File: config.mk
export PLATFORM = sky130hd
export DESIGN_NAME = cyc_write_sched
export DESIGN_NICKNAME = d
export VERILOG_FILES = /design/src/rtl/sched_pkg.sv /design/src/rtl/sched_timebase.sv /design/src/rtl/sched_fifo.sv /design/src/rtl/sched_issue.sv /design/src/rtl/cyc_write_sched.sv
export SDC_FILE = /design/constraint.sdc
export NUM_CORES = 1
export LEC_CHECK = 0
export BUFFER_PORTS_ARGS = -buffer_cell sky130_fd_sc_hd__buf_2
export CAP_MARGIN = 20
export CORE_MARGIN = 2
export CORE_UTILIZATION = 40
export DETAILED_ROUTE_END_ITERATION = 7
export PLACE_DENSITY = 0.63
export SLEW_MARGIN = 40
export SYNTH_ARGS = -nofsm -noshare
export SYNTH_HDL_FRONTEND = slang
export SYNTH_HIERARCHICAL = 1
export SYNTH_SLANG_ARGS = --single-unit
File: constraint.sdc
create_clock -name clk -period 8.1 [get_ports clk]
set_input_delay 2.025 -clock clk [delete_from_list [all_inputs] [get_ports clk]]
set_output_delay 2.025 -clock clk [all_outputs]
set_load 0.02 [all_outputs]
File: src/rtl/sched_pkg.sv
package sched_pkg;
   localparam int unsigned REG_COUNT_DEF = 25;
   localparam int unsigned DEPTH_DEF     = 16;

   typedef enum logic {
      BUS_IDLE  = 1'b0,
      BUS_WRITE = 1'b1
   } bus_state_e;
endpackage

File: src/rtl/sched_timebase.sv
module sched_timebase #(
   parameter int unsigned TS_W = 32
) (
   input  logic            clk,
   input  logic            rst_n,
   input  logic            tick_en,
   output logic [TS_W-1:0] cycle_q
);
   generate
      if (TS_W < 2) begin : g_bad_width
         $fatal(1, "sched_timebase: TS_W must be at least 2");
      end
   endgenerate

   always_ff @(posedge clk or negedge rst_n) begin
      if (!rst_n)       cycle_q <= '0;
      else if (tick_en) cycle_q <= cycle_q + 1'b1;
   end
endmodule

File: src/rtl/sched_fifo.sv
module sched_fifo #(
   parameter int unsigned W     = 45,
   parameter int unsigned DEPTH = 16,
   localparam int unsigned PTR_W = (DEPTH > 1) ? $clog2(DEPTH) : 1,
   localparam int unsigned LVL_W = $clog2(DEPTH + 1)
) (
   input  logic             clk,
   input  logic             rst_n,
   input  logic             push,
   input  logic [W-1:0]     push_data,
   input  logic             pop,
   output logic [W-1:0]     head,
   output logic             full,
   output logic             empty,
   output logic [LVL_W-1:0] level
);
   localparam bit POW2 = ((DEPTH & (DEPTH - 1)) == 0);

   generate
      if (DEPTH < 2) begin : g_bad_depth
         $fatal(1, "sched_fifo: DEPTH must be at least 2");
      end
   endgenerate

   logic [W-1:0]     mem [DEPTH];
   logic [PTR_W-1:0] wr_ptr, rd_ptr, wr_nxt, rd_nxt;
   logic             do_push, do_pop;

   assign do_push = push && !full;
   assign do_pop  = pop && !empty;

   generate
      if (POW2) begin : g_wrap_free
         assign wr_nxt = wr_ptr + 1'b1;
         assign rd_nxt = rd_ptr + 1'b1;
      end else begin : g_wrap_cmp
         assign wr_nxt = (wr_ptr == PTR_W'(DEPTH - 1)) ? '0 : wr_ptr + 1'b1;
         assign rd_nxt = (rd_ptr == PTR_W'(DEPTH - 1)) ? '0 : rd_ptr + 1'b1;
      end
   endgenerate

   always_ff @(posedge clk) begin
      if (do_push) mem[wr_ptr] <= push_data;
   end

   always_ff @(posedge clk or negedge rst_n) begin
      if (!rst_n) begin
         wr_ptr <= '0;
         rd_ptr <= '0;
         level  <= '0;
      end else begin
         if (do_push) wr_ptr <= wr_nxt;
         if (do_pop)  rd_ptr <= rd_nxt;
         case ({do_push, do_pop})
            2'b10:   level <= level + 1'b1;
            2'b01:   level <= level - 1'b1;
            default: level <= level;
         endcase
      end
   end

   assign head  = mem[rd_ptr];
   assign full  = (level == LVL_W'(DEPTH));
   assign empty = (level == '0);
endmodule

File: src/rtl/sched_issue.sv
module sched_issue
   import sched_pkg::*;
#(
   parameter int unsigned TS_W   = 32,
   parameter int unsigned ADDR_W = 5,
   parameter int unsigned DATA_W = 8
) (
   input  logic              clk,
   input  logic              rst_n,
   input  logic              tick_en,
   input  logic [TS_W-1:0]   cycle_now,
   input  logic              head_valid,
   input  logic [TS_W-1:0]   head_ts,
   input  logic [ADDR_W-1:0] head_addr,
   input  logic [DATA_W-1:0] head_data,
   output logic              pop,
   output logic              bus_cs_n,
   output logic              bus_we_n,
   output logic [ADDR_W-1:0] bus_addr,
   output logic [DATA_W-1:0] bus_data,
   output logic              late_flag
);
   logic [TS_W-1:0] age;
   logic            due, overdue, fire;
   bus_state_e      state_q;

   // age is counter minus stamp; its sign bit marks "still in the future"
   assign age     = cycle_now - head_ts;
   assign due     = head_valid && !age[TS_W-1];
   assign overdue = (age != '0);
   assign fire    = tick_en && due;
   assign pop     = fire;

   always_ff @(posedge clk or negedge rst_n) begin
      if (!rst_n) begin
         state_q   <= BUS_IDLE;
         bus_addr  <= '0;
         bus_data  <= '0;
         late_flag <= 1'b0;
      end else if (tick_en) begin
         state_q <= fire ? BUS_WRITE : BUS_IDLE;
         if (fire) begin
            bus_addr <= head_addr;
            bus_data <= head_data;
            if (overdue) late_flag <= 1'b1;
         end
      end
   end

   assign bus_cs_n = (state_q != BUS_WRITE);
   assign bus_we_n = (state_q != BUS_WRITE);
endmodule

File: src/rtl/cyc_write_sched.sv
module cyc_write_sched
   import sched_pkg::*;
#(
   parameter int unsigned TS_W      = 32,
   parameter int unsigned ADDR_W    = 5,
   parameter int unsigned DATA_W    = 8,
   parameter int unsigned DEPTH     = DEPTH_DEF,
   parameter int unsigned REG_COUNT = REG_COUNT_DEF
) (
   input  logic              clk,
   input  logic              rst_n,
   input  logic              tick_en,
   input  logic              cmd_valid,
   output logic              cmd_ready,
   input  logic [TS_W-1:0]   cmd_time,
   input  logic [ADDR_W-1:0] cmd_addr,
   input  logic [DATA_W-1:0] cmd_data,
   output logic              bus_cs_n,
   output logic              bus_we_n,
   output logic [ADDR_W-1:0] bus_addr,
   output logic [DATA_W-1:0] bus_data,
   output logic              late_flag,
   output logic              addr_err_flag
);
   localparam int unsigned ENT_W = TS_W + ADDR_W + DATA_W;
   localparam int unsigned LVL_W = $clog2(DEPTH + 1);

   generate
      if (REG_COUNT < 1 || REG_COUNT > (1 << ADDR_W)) begin : g_bad_regs
         $fatal(1, "cyc_write_sched: REG_COUNT must fit in ADDR_W bits");
      end
   endgenerate

   logic              addr_ok, accept, do_push, fifo_full, fifo_empty, do_pop;
   logic [ENT_W-1:0]  head_ent;
   logic [LVL_W-1:0]  fifo_level;
   logic [TS_W-1:0]   cycle_q;

   generate
      if (REG_COUNT == (1 << ADDR_W)) begin : g_addr_all
         assign addr_ok = 1'b1;
      end else begin : g_addr_cmp
         assign addr_ok = ({1'b0, cmd_addr} < (ADDR_W + 1)'(REG_COUNT));
      end
   endgenerate

   assign cmd_ready = !fifo_full;
   assign accept    = cmd_valid && cmd_ready;
   assign do_push   = accept && addr_ok;

   always_ff @(posedge clk or negedge rst_n) begin
      if (!rst_n)                  addr_err_flag <= 1'b0;
      else if (accept && !addr_ok) addr_err_flag <= 1'b1;
   end

   sched_timebase #(.TS_W(TS_W)) u_time (
      .clk     (clk),
      .rst_n   (rst_n),
      .tick_en (tick_en),
      .cycle_q (cycle_q)
   );

   sched_fifo #(.W(ENT_W), .DEPTH(DEPTH)) u_queue (
      .clk       (clk),
      .rst_n     (rst_n),
      .push      (do_push),
      .push_data ({cmd_time, cmd_addr, cmd_data}),
      .pop       (do_pop),
      .head      (head_ent),
      .full      (fifo_full),
      .empty     (fifo_empty),
      .level     (fifo_level)
   );

   sched_issue #(.TS_W(TS_W), .ADDR_W(ADDR_W), .DATA_W(DATA_W)) u_issue (
      .clk        (clk),
      .rst_n      (rst_n),
      .tick_en    (tick_en),
      .cycle_now  (cycle_q),
      .head_valid (!fifo_empty),
      .head_ts    (head_ent[ENT_W-1 -: TS_W]),
      .head_addr  (head_ent[DATA_W +: ADDR_W]),
      .head_data  (head_ent[DATA_W-1:0]),
      .pop        (do_pop),
      .bus_cs_n   (bus_cs_n),
      .bus_we_n   (bus_we_n),
      .bus_addr   (bus_addr),
      .bus_data   (bus_data),
      .late_flag  (late_flag)
   );
endmodule

After elaboration in Yosys (flattened, before gate mapping)
Memories as Yosys holds them, arrays and structs flattened.
Index checks and enable logic that the tools add are counted.

operators by class
  mux-type cells = 4
  magnitude comparators = 1
  reduce and logical (&&, ||, !) cells = 16
  bitwise logic cells = 1
  add/subtract/negate cells = 6
  equal/unequal tests = 3

operator list
  operator                 number
  $add A32 B1 Y32 const B  1
  $reduce_bool A32 Y1      1
  $sub A32 B32 Y32         1
  $pmux W5 S2              1
  $add A4 B1 Y4 const B    2
  $logic_and A1 B1 Y1      7
  $add A5 B1 Y5 const B    1
  $eq A5 B5 Y1 const B     1
  $logic_not A5 Y1         1
  $lt A5 B5 Y1 const B     1
  $sub A5 B1 Y5 const B    1
  $logic_not A1 Y1         4
  $mux W1                  3
  $reduce_and A3 Y1        1
  $eq A2 B1 Y1 const B     1
  $eq A2 B2 Y1 const B     1
  $reduce_and A2 Y1        1
  $reduce_bool A2 Y1       1
  $not A1 Y1               1

storage, ports and cells
  logic and storage cells = 41
  memories kept = 1
  flip-flop bits (word level) = 61
  bits in writable memories = 720

memory list
  name         words  bits a word  rd ports  clocked after memory_dff  wr ports  RTL line          text
  u_queue.mem  16     45           1         0                         1         sched_fifo.sv:25  logic [W-1:0] mem [DEPTH];

Longest topological paths before layout
Gate-level depths: netlist of the first run.
An unclocked memory read counts as a cell.

  depth after elaboration = 8
  mapped depth = 29

Modules after synthesis
The synthesis of the first run kept the hierarchy.

modules (own cells, without submodules)
  module           cells each  times used  area an instance (sq um)  sequential area each (sq um)
  sched_fifo       1,430       1           28,547.4                  21,946.0
  sched_issue      374         1           2,751.4                   375.4
  sched_timebase   123         1           1,448.9                   800.8
  cyc_write_sched  7           1           61.3                      25.0

Worst setup path after synthesis of the first run
Ideal clock, no wire load.

  kind = input-to-reg
  start point = in cmd_addr[1]
  end point = mem u_queue.mem[3][0] (enable)
  slack = 1,640 ps
  stages = 6
  arrival time = 5,957 ps
  cell sequence = o311ai_1 -> nor2b_1 -> and2_1 -> buf_2 -> nand2_1 -> nor3_1

on the way
  cells in the longest elaborated chain, start to end = 5

RTL lines
  element                        RTL line               text
  start, declared                cyc_write_sched.sv:16  input logic [ADDR_W-1:0] cmd_addr,
  $lt A5 B5 Y1                   cyc_write_sched.sv:43  assign addr_ok = ({1'b0, cmd_addr} < (ADDR_W + 1)'(REG_COUNT));
  $logic_and A1 B1 Y1            cyc_write_sched.sv:49  assign do_push = accept && addr_ok;
  net do_push                    cyc_write_sched.sv:34  logic addr_ok, accept, do_push, fifo_full, fifo_empty, do_pop;
  $logic_and A1 B1 Y1            sched_fifo.sv:29       assign do_push = push && !full;
  $mux W1                        sched_fifo.sv:43       if (do_push) mem[wr_ptr] <= push_data;
  $mux W1 (implied by the code)  sched_fifo.sv:43
  end, declared                  sched_fifo.sv:25

The timed path passes the listed nets, and every way through them passes these cells.

Final worst setup path of the first run
  start point = reg u_queue.rd_ptr[1]
  end point = reg u_queue.level[4]

on the way
  cells in the longest elaborated chain, start to end = 8
  elaborated cells between the ends (all ways) = 10
  classes of those cells = 1 x add/sub; 2 x eq/ne; 1 x mux; 5 x reduce/logical; 1 x memory

RTL lines
  element                                                   RTL line               text
  start, declared                                           sched_fifo.sv:26       logic [PTR_W-1:0] wr_ptr, rd_ptr, wr_nxt, rd_nxt;
  start signal, assigned                                    sched_fifo.sv:53       if (do_pop) rd_ptr <= rd_nxt;
  $mem_v2 Z16 W45 (*)                                       n/a
  net head_ent[39]                                          cyc_write_sched.sv:35  logic [ENT_W-1:0] head_ent;
  $sub A32 B32 Y32 (*)                                      sched_issue.sv:28      assign age = cycle_now - head_ts;
  $logic_not A1 Y1 (*)                                      sched_issue.sv:29      assign due = head_valid && !age[TS_W-1];
  $logic_and A1 B1 Y1 (*)                                   sched_issue.sv:29
  $logic_and A1 B1 Y1 (*)                                   sched_issue.sv:31      assign fire = tick_en && due;
  net do_pop                                                cyc_write_sched.sv:34
  $logic_and A1 B1 Y1 (*)                                   sched_fifo.sv:30       assign do_pop = pop && !empty;
  $eq A2 B1 Y1 / $eq A2 B2 Y1 (equally long branches)       sched_fifo.sv:54       case ({do_push, do_pop})
  $pmux W5 S2 / $reduce_bool A2 Y1 (equally long branches)  n/a
  end signal, assigned                                      sched_fifo.sv:55       2'b10: level <= level + 1'b1;
  end signal, assigned                                      sched_fifo.sv:56       2'b01: level <= level - 1'b1;
  end signal, assigned                                      sched_fifo.sv:57       default: level <= level;
  end, declared                                             sched_fifo.sv:15       output logic [LVL_W-1:0] level

Mark *: on every way through the listed nets, which the timed path passes. The rest lies on a longest branch.
A chain may end at the register's enable or synchronous reset.

==> results, run 1 <==
- The run finished with clean final reports.
- The worst flop-to-flop path endpoint is u_queue/level[4].
- The aggregate global routing overflow is 0.
- After detailed routing, no signal wire sits above met5.
- In the final layout, the share of cells above drive strength 1 is a little over a fifth.
- In the final design database the tool counted between 2000 and 2500 nets.
- The post-placement cell count is between 3000 and 4000.
- The length of routed wiring on met1 is 33660 µm.
- The placement-stage cell area is around 0.035 mm².
- In the global route stage, overall resource usage came out at 18.53%.
- The overall die width is a little under 300 µm.
- After the first detailed-routing iteration, the DRC count stood at approximately 1500.
- The worst slew slack as a fraction of its limit is between 40 and 50%.
- Setup repair after global routing left no endpoint under its margin.
- Summed over all cells, the static leakage comes to 12.86 nW.
- The combinational share of power is between 30 and 40%.
- The mean instance size in the synthesized netlist is 16.96 µm².
- STA classifies the critical path endpoint as a flip-flop.
- The total number of placement rows is between 100 and 150.
- The maximum clock path buffer count is 3.
- In the synthesized netlist the dominant register cell turns out to be edfxtp_1.
- STA puts the critical path data arrival time at between 6000 and 7000 ps.
- The half-perimeter wire length of the detailed placement result is between 40000 and 50000 µm.
- The synthesized design contains ~780 register bits.
- The power share of the clock group is approximately 28%.
- The via count of the first global-routing pass came to around 18000.
- In this run, flip-flops and latches consume 37.0% of the power.
- The internal power is 8.912 mW.
- In this run the worst path has a maximum fanout of 41.
- The wire length of the first global-routing pass is about 120000 µm.
- The initial antenna violation count is 11.
- The sequential-to-total area share from yosys stat is between 70% and 80%.
- Buffers added to address setup during post-CTS repair amount to 0.
- The count of flip-flops with a built-in enable after synthesis is between 700 and 800.
- The count of nets left with antenna violations after detail routing is 0.
- The DRC violation count after routing is 0.
- For the pin with the worst max-slew slack, the measured transition is 810.0 ps.
- The netlist area before placement is approximately 0.033 mm².
- The number of vias per cell is between 5 and 6.
- The wire length on met3 is 4037 µm.
- The final count of hold timing violations is 0.
- The length of routed met2 wiring is between 30000 and 40000 µm.
- The library cell contributing the largest single delay on the critical path is and2_4.
- In the synthesized netlist the async set-or-reset flop fraction comes to 7.810%.
- After layout, the worst setup slack is around 1700 ps.
- The clock reaches the later pin of the worst-skew pair after 630 ps.
- The number of failing setup endpoints in the final timing report is 0.
- The worst register-to-register path begins at u_queue/rd_ptr[1].
- STA puts the critical path data required time at roughly 8600 ps.
- In this run switching power makes up roughly a third of total power.
- The largest delay contributor family on the critical path is simple AND/OR/NAND/NOR gates.
- The largest single stage delay on the critical path is slightly below 700 ps.
- The total count of max-transition violations in the final report was 0.
- The maximum VDD drop is between 0.2 and 0.25 mV.
- The TritonCTS buffer count is between 80 and 90.
- The switching power is 4.744 mW.
- The die area is 0.08433 mm².
- The type of the worst setup path is flip-flop to flip-flop.
- The count of buffers inserted at the top-level ports is between 60 and 70.
- For flop-to-flop paths, the worst setup slack is between 1500 and 2000 ps.
- Post-CTS repair changed the size of 0 cells.
- The first-pass detailed-route iteration total is 5.
- The weighted congestion at the end of routability-driven global placement is just over 0.9.
- The tool flagged a number of max-cap violations equal to 0.
- The layout overhead on the synthesized area is 14.33%.
- In the final timing run, aggregate negative setup slack is 0 ps.
- The critical path goes through buf_12 > and2_4 > buf_4 > a221oi_2 > a22oi_1 > nand2_1 > inv_1 > ha_1 > nand2_1 > o21ai_0 > a221oi_1 > a21oi_1 > or2_0 > o211ai_1 > and3_1 > nor2b_1 > ha_1 > inv_1 > fa_1 > nor2b_1 > o21ai_0 > nand3_1 > or3b_1 > xnor2_1.
- The depth of the critical timing path with buffers and inverters included is 24.
- The total number of clock tree sinks is between 700 and 800.
- The die extent in y is about 290 µm.
- Leaving out fill and tap cells, the most frequent cells in the layout are edfxtp_1, mux2i_1, nand2_1, mux4_2, o21ai_0.
- The clock arrives with about 37 ps of skew.
- In this run the worst setup path terminates at u_queue/level[4].
- The placeable core region is approximately 0.08 mm².
- Summing over every cut layer, the via total after detailed routing is 17970.
- The total number of yosys warnings is 6.
- The path depth of the worst reg2reg path is 24.
- The buffer and inverter count on the worst path is 4.
- The area of all placed cells without fillers is around 0.038 mm².
- The final cell count without fillers is 3189.
- The count of pins on the block boundary is 67.
- The TritonCTS clock tree is done.
- Derived from the worst setup path, the maximum achievable clock frequency is approximately 160 MHz.
- The worst slack at placement is about 1500 ps.
- The number of nets in the synthesized netlist is slightly above 2000.
- The total of hold buffers inserted after clock tree synthesis is 0.
- The class of the worst hold path is flip-flop to flip-flop.
- The timing startpoint of the critical path is u_queue/rd_ptr[1].
- Entering global routing, the biggest net connects 64 pins.
- The final worst-path cycle share is roughly 79%.
- Final hold analysis gives a worst-case slack of 477.2 ps.
- The library cell used most frequently in the layout, excluding fill and tap cells, is edfxtp_1.
- The clock slew at the register clock pins of the worst setup and hold paths is roughly 60 ps.
- In the final routed layout, each cell accounts on average for roughly 25 µm.
- The kind of launch point of the worst setup path is a flip-flop.
- The time the final worst path needs with I/O delays and setup is between 6000 and 7000 ps.
- The maximum level of the CTS H-tree is 3.
- The number of instances in the synthesized netlist is around 1900.
- The tree is rooted in a clkbuf_16.
- Power spread over the standard cell area amounts to ~360 mW/mm².
- The netlist uses 75 different library cells.
- For this configuration, the core starts out at a cell density of between 40% and 50%.
- After detailed routing, the total wire length is 78520 µm.
==> worst min-delay path by stage <==
stage | start | end | depth (start not counted)
finish | addr_err_flag | addr_err_flag | 1
detailed placement | addr_err_flag | addr_err_flag | 1
CTS | addr_err_flag | addr_err_flag | 1
floorplan | u_queue/level[4] | u_queue/level[4] | 1
global route | addr_err_flag | addr_err_flag | 1
global placement | addr_err_flag | addr_err_flag | 1
==> cells in the mapped netlist (6+ instances only) <==
master / number / area share, %
edfxtp_1: 720 / 66
mux2i_1: 138 / 4.2
nand2_1: 97 / 1.1
mux4_2: 90 / 6.2
o21ai_0: 89 / 1.4
a21oi_1: 85 / 1.3
dfrtp_1: 61 / 4.7
inv_1: 55 / 0.63
mux2_2: 53 / 1.8
a22oi_1: 45 / 1.0
nor2_1: 45 / 0.51
ha_1: 41 / 1.6
clkbuf_1: 37 / 0.42
a221oi_2: 33 / 1.5
xnor2_1: 33 / 0.88
o21ai_1: 32 / 0.49
buf_2: 24 / 0.37
nand4_1: 23 / 0.44
nand3_1: 22 / 0.34
xor2_1: 21 / 0.56
buf_4: 18 / 0.41
a221oi_1: 14 / 0.37
nor3_1: 13 / 0.20
nor2b_1: 9 / 0.17
and2_1: 8 / 0.15
and3_1: 8 / 0.15
nor4_1: 8 / 0.15
buf_1: 7 / 0.080
buf_6: 7 / 0.24
mux2_1: 7 / 0.24
nand2b_1: 7 / 0.13
a211oi_1: 6 / 0.14
==> layout make-up <==
cell class / instances / area [µm²]
inverter: 55 / 206.4
multi-input combinational: 1005 / 9107
tap: 1070 / 1339
sequential: 781 / 23160
fill: 6869 / 44070
antenna: 3 / 7.507
clock inverter: 48 / 588.1
clock buffer: 99 / 2126
timing repair buffer: 128 / 977.2
==> worst register-to-register path, delay by kind of cell (launching register included) <==
family	cells	cell delay, ps
and+or+nand+nor	9	2340
AOI/OAI and AO/OA	7	1270
adders and majority gates	3	1010
buffers and inverters	4	880
DFF	1	640
xor gates and xnor gates	1	130
==> cell families (layout without fill, tap and decap cells) <==
kind of cell | Yosys count | after routing | share of synthesized area (%)
buf+inv | 148 | 330 | 2.151
other cells | 0 | 3 | 0
fa+ha+maj | 43 | 43 | 1.686
flops | 781 | 781 | 70.55
compound gates | 351 | 351 | 7.528
simple gates | 269 | 269 | 4.195
mux | 288 | 288 | 12.45
xor+xnor | 54 | 54 | 1.442
==> per-stage QoR <==
step           utilization (%)  total power, mW
6_report                 45.98            13.66
5_1_grt                  45.98            14.37
4_1_cts                  45.90            13.75
3_5_place_dp             42.58            9.985
3_3_place_gp             42.32            9.840
2_1_floorplan                -            8.567
==> per-layer routing <==
metal  global-route usage [%]  vias to the layer above
li1                         -                     7947
met5                        0                        -
met2                    31.16                      515
met1                    24.93                     9359
met3                    3.021                      139
met4                    5.335                       10
==> power groups by stage <==
stage | logic [mW] | clock network [mW] | registers [mW]
after floorplan | 3.53 | 0 | 5.03
after global placement | 4.64 | 0 | 5.20
after detailed placement | 4.76 | 0 | 5.22
after CTS | 4.78 | 3.83 | 5.14
after global routing | 5.28 | 3.99 | 5.09
final | 4.84 | 3.75 | 5.06
==> registers in the layout (all words and copies together), names as in the netlist <==
signal             count
u_queue/mem          720
u_time/cycle_q        32
u_issue/bus_data       8
u_issue/bus_addr       5
u_queue/level          5
u_queue/rd_ptr         4
u_queue/wr_ptr         4
addr_err_flag          1
u_issue/late_flag      1
u_issue/state_q        1
Note: power is estimated with default switching activity, not from simulation.
==> inputs of run 2 (changes only) <==
Settings changed: PLACE_DENSITY 0.63 to 0.65.
Clock period 8.1 ns to 5.66 ns, I/O delays scaled along.
==> run 2 against run 1 <==
Compared with the run above:
- clock skew rose by 19 ps
- via count up 1.1%
- critical path depth grew 1
- highest routed layer unchanged
- core utilization is 0.44 points higher
- clock-buffer cell count fell by 1
- register-to-register slack lost 1400 ps
- combinational power rose by 55%
==> results, run 2 (synthesis results as in run 1) <==
- The flow ran to the end, and the final reports show no timing, DRC or antenna violations.
- The kind of launch point of the worst setup path is a flip-flop.
- The layout overhead on the synthesized area is 15.42%.
- The buffer and inverter count on the worst path is 4.
- The aggregate global routing overflow is 0.
- The buffer type at the clock tree root is clkbuf_16.
- The count of nets left with antenna violations after detail routing is 0.
- In this run the critical register-to-register path is launched from u_queue/rd_ptr[0].
- The TritonCTS clock tree is done.
- The kind of end point of the critical path is a flip-flop.
- The largest registers in the layout are u_queue/mem (720), u_time/cycle_q (32), u_issue/bus_data (8).
- Measured on the finished design, the core utilization comes to 46.42%.
- Based on the critical path, the design can be clocked at up to around 190 MHz.
- The tightest min-delay check is of the flip-flop to flip-flop type.
- More flip-flops sit in one register than any other, and that register is u_queue/mem.
- The first-pass detailed-route iteration total is 5.
- The clock slew at the register clock pins of the worst setup and hold paths is approximately 60 ps.
- The count of pins on the block boundary is 67.
- Buffers placed on the I/O ports in this run total 66.
- The static leakage is 12.97 nW.
- Summed over all failing endpoints, the final setup total negative slack is 0 ps.
- The TritonCTS buffer count is 80.
- The flop-to-flop setup slack is 330 ps.
- The total count of max-transition violations in the final report was 0.
- The combinational share of power is roughly 38%.
- The via count is about 18000.
- The weighted congestion at the end of routability-driven global placement is about 0.95.
- Including well taps, the total number of placed cells is roughly 3100.
- The length of routed met2 wiring is approximately 39000 µm.
- The internal power is 12.86 mW.
- For this design the ratio of total power to cell area is 523.7 mW/mm².
- The data required time of the worst path is roughly 6000 ps.
- Clock skew on the completed layout was measured at roughly 55 ps.
- The worst setup path is of the flip-flop to flip-flop kind.
- In this run the most critical hold path is launched from addr_err_flag.
- The wire length of the first global-routing pass is 116200 µm.
- The worst slack at placement is 215.6 ps.
- The die covers between 0.08 and 0.09 mm².
- The clock insertion delay at the later pin of the skew report is between 600 and 700 ps.
- The initialized floorplan defines 105 standard-cell rows.
- Setup violations remaining at the end of the flow were counted as 0.
- In the layout the commonest cells are edfxtp_1, mux2i_1, nand2_1, mux4_2, o21ai_0.
- The H-tree was split into 3 levels.
- The highest metal layer with signal wires is met5.
- The HPWL after detailed placement is about 45000 µm.
- The die is just under 300 µm wide.
- In this run the critical register-to-register path is captured at u_queue/level[4].
- For the pin with the worst max-slew slack, the measured transition is about 980 ps.
- For hold timing, the worst endpoint is addr_err_flag.
- The net count of the finished layout is 2167.
- The library cell used most frequently in the layout, excluding fill and tap cells, is edfxtp_1.
- Of all nets on the critical path, the largest fanout is 24.
- The time the final worst path needs with I/O delays and setup is between 5000 and 6000 ps.
- The delay contributed by the slowest stage of the critical path is 560 ps.
- Measured in cells, the most critical reg-to-reg path has a length of 25.
- For this run, design rule violations remaining after detail routing come to 0.
- Among all stages on the critical path, the largest delay is contributed by dfrtp_4.
- Clock tree synthesis found a total of around 780 sinks.
- The final count of hold timing violations is 0.
- The power share of the sequential group is a little over a third.
- For this block, the initial DRC count from the detailed router was about 1500.
- The arrival time at the worst endpoint is 5850 ps.
- The fraction of layout cells with a size suffix above 1 is between 20% and 30%.
- The aggregate routed wire length is 78720 µm.
- The initial antenna violation count came to 14.
- In the global route stage, overall resource usage came out at between 10% and 20%.
- Entering global routing, the biggest net connects 50 pins.
- The die extent in y is roughly 290 µm.
- The initial core utilization is a little over 40%.
- Of the available clock period, the critical path in the final layout requires between 90% and 100%.
- The worst hold path cell count is 1.
- IR analysis of the VDD net gives a maximum drop of approximately 0.31 mV.
- The final cell count without fillers is around 3200.
- The largest delay contributor family on the critical path is simple AND/OR/NAND/NOR gates.
- The placeable core region is between 0.08 and 0.09 mm².
- Once placement finished, the instance area stood at roughly 0.035 mm².
- In the detailed route, the total length drawn on met3 is 4810 µm.
- Net switching is a little over a third of the power.
- For this block, wires on met1 add up to 32970 µm.
- The clock network is responsible for between 20% and 30% of the overall power.
- The switching power is about 7.0 mW.
- The register with the most flip-flops in the layout has roughly 700 of them.
- Headroom to the max-slew limit came out at about 34%.
- Dividing the detail-routed wire length by the instance count gives about 25 µm.
- The maximum clock path buffer count is 3.
- The number of vias per cell is 5.657.
- The area of all placed cells without fillers is 0.03787 mm².
- The via count of the first global-routing pass was about 18000.
- Max-cap violations in this run came to 0.
- The minimum setup slack in the final design is between 300 and 400 ps.
## run 2: changes by cell type in the layout (fill, tap and decap cells not counted), sizes merged, moves of 4 or more
cell | before | now
clkinv | 33 | 26
inv | 57 | 61
clkinvlp | 3 | 11
clkbuf | 99 | 103
bufinv | 10 | 6
buf | 128 | 147
## run 2: what timing repair did
action                                  in CTS  in global routing
endpoints found under the setup margin       0                  1
hold buffers                                 0                  0
resized for setup                            0                 15
buffers inserted                             0                  5
## run 2: layout make-up
cell class / count / area [µm²]
clock buffer: 98 / 2069
clock inverter: 49 / 540.5
antenna: 2 / 5.005
tap: 1070 / 1339
sequential: 781 / 23160
inverter: 55 / 206.4
multi-input combinational: 1005 / 9139
fill: 6792 / 43720
timing repair buffer: 152 / 1409
## run 2: worst register-to-register path: stages, from the launching register on
cell,delay (ps)
dfrtp_4,560
buf_4,200
clkbuf_16,240
mux2_2,360
o21ai_0,140
a21oi_1,70
a22oi_1,160
nand2_1,80
inv_1,190
ha_1,300
nand4_1,150
nor2_1,70
a22o_1,210
a21oi_2,200
a21oi_1,110
o211ai_1,210
and3_1,200
nor2b_2,190
ha_2,230
inv_1,80
fa_1,410
nor2b_1,140
o21ai_0,110
nand3_1,100
or3b_1,360
xnor2_1,130
## run 2: through the flow
| step | hold WS (ps) | power (mW) |
|---|---|---|
| after floorplan | 459.0 | 12.26 |
| after global placement | 459.8 | 14.40 |
| after detailed placement | 465.2 | 14.55 |
| after CTS | 481.7 | 19.73 |
| after global routing | 498.2 | 20.82 |
| final | 473.7 | 19.83 |
## run 2: worst max path at each step
stage,startpoint,to,depth (start not counted)
5_1_grt,u_queue/rd_ptr[0],u_queue/level[4],24
3_5_place_dp,u_queue/rd_ptr[0],u_queue/level[4],26
2_1_floorplan,u_queue/rd_ptr[0],u_queue/level[4],27
4_1_cts,u_queue/rd_ptr[0],u_queue/level[4],24
6_report,u_queue/rd_ptr[0],u_queue/level[4],25
3_3_place_gp,u_queue/rd_ptr[0],u_queue/level[4],26
## run 2: power by group through the flow
stage | Clock [mW] | Combinational, mW | Sequential (mW)
after global routing | 5.53 | 8.10 | 7.20
after CTS | 5.28 | 7.31 | 7.15
after global placement | 0 | 7.17 | 7.24
final | 5.18 | 7.50 | 7.15
after floorplan | 0 | 5.06 | 7.20
after detailed placement | 0 | 7.29 | 7.26
## run 2: routing by layer
layer | up-vias | track usage (%)
met5 | - | 0
met4 | 12 | 4.942
met3 | 132 | 2.937
met2 | 641 | 31.29
met1 | 9372 | 24.50
li1 | 8012 | -
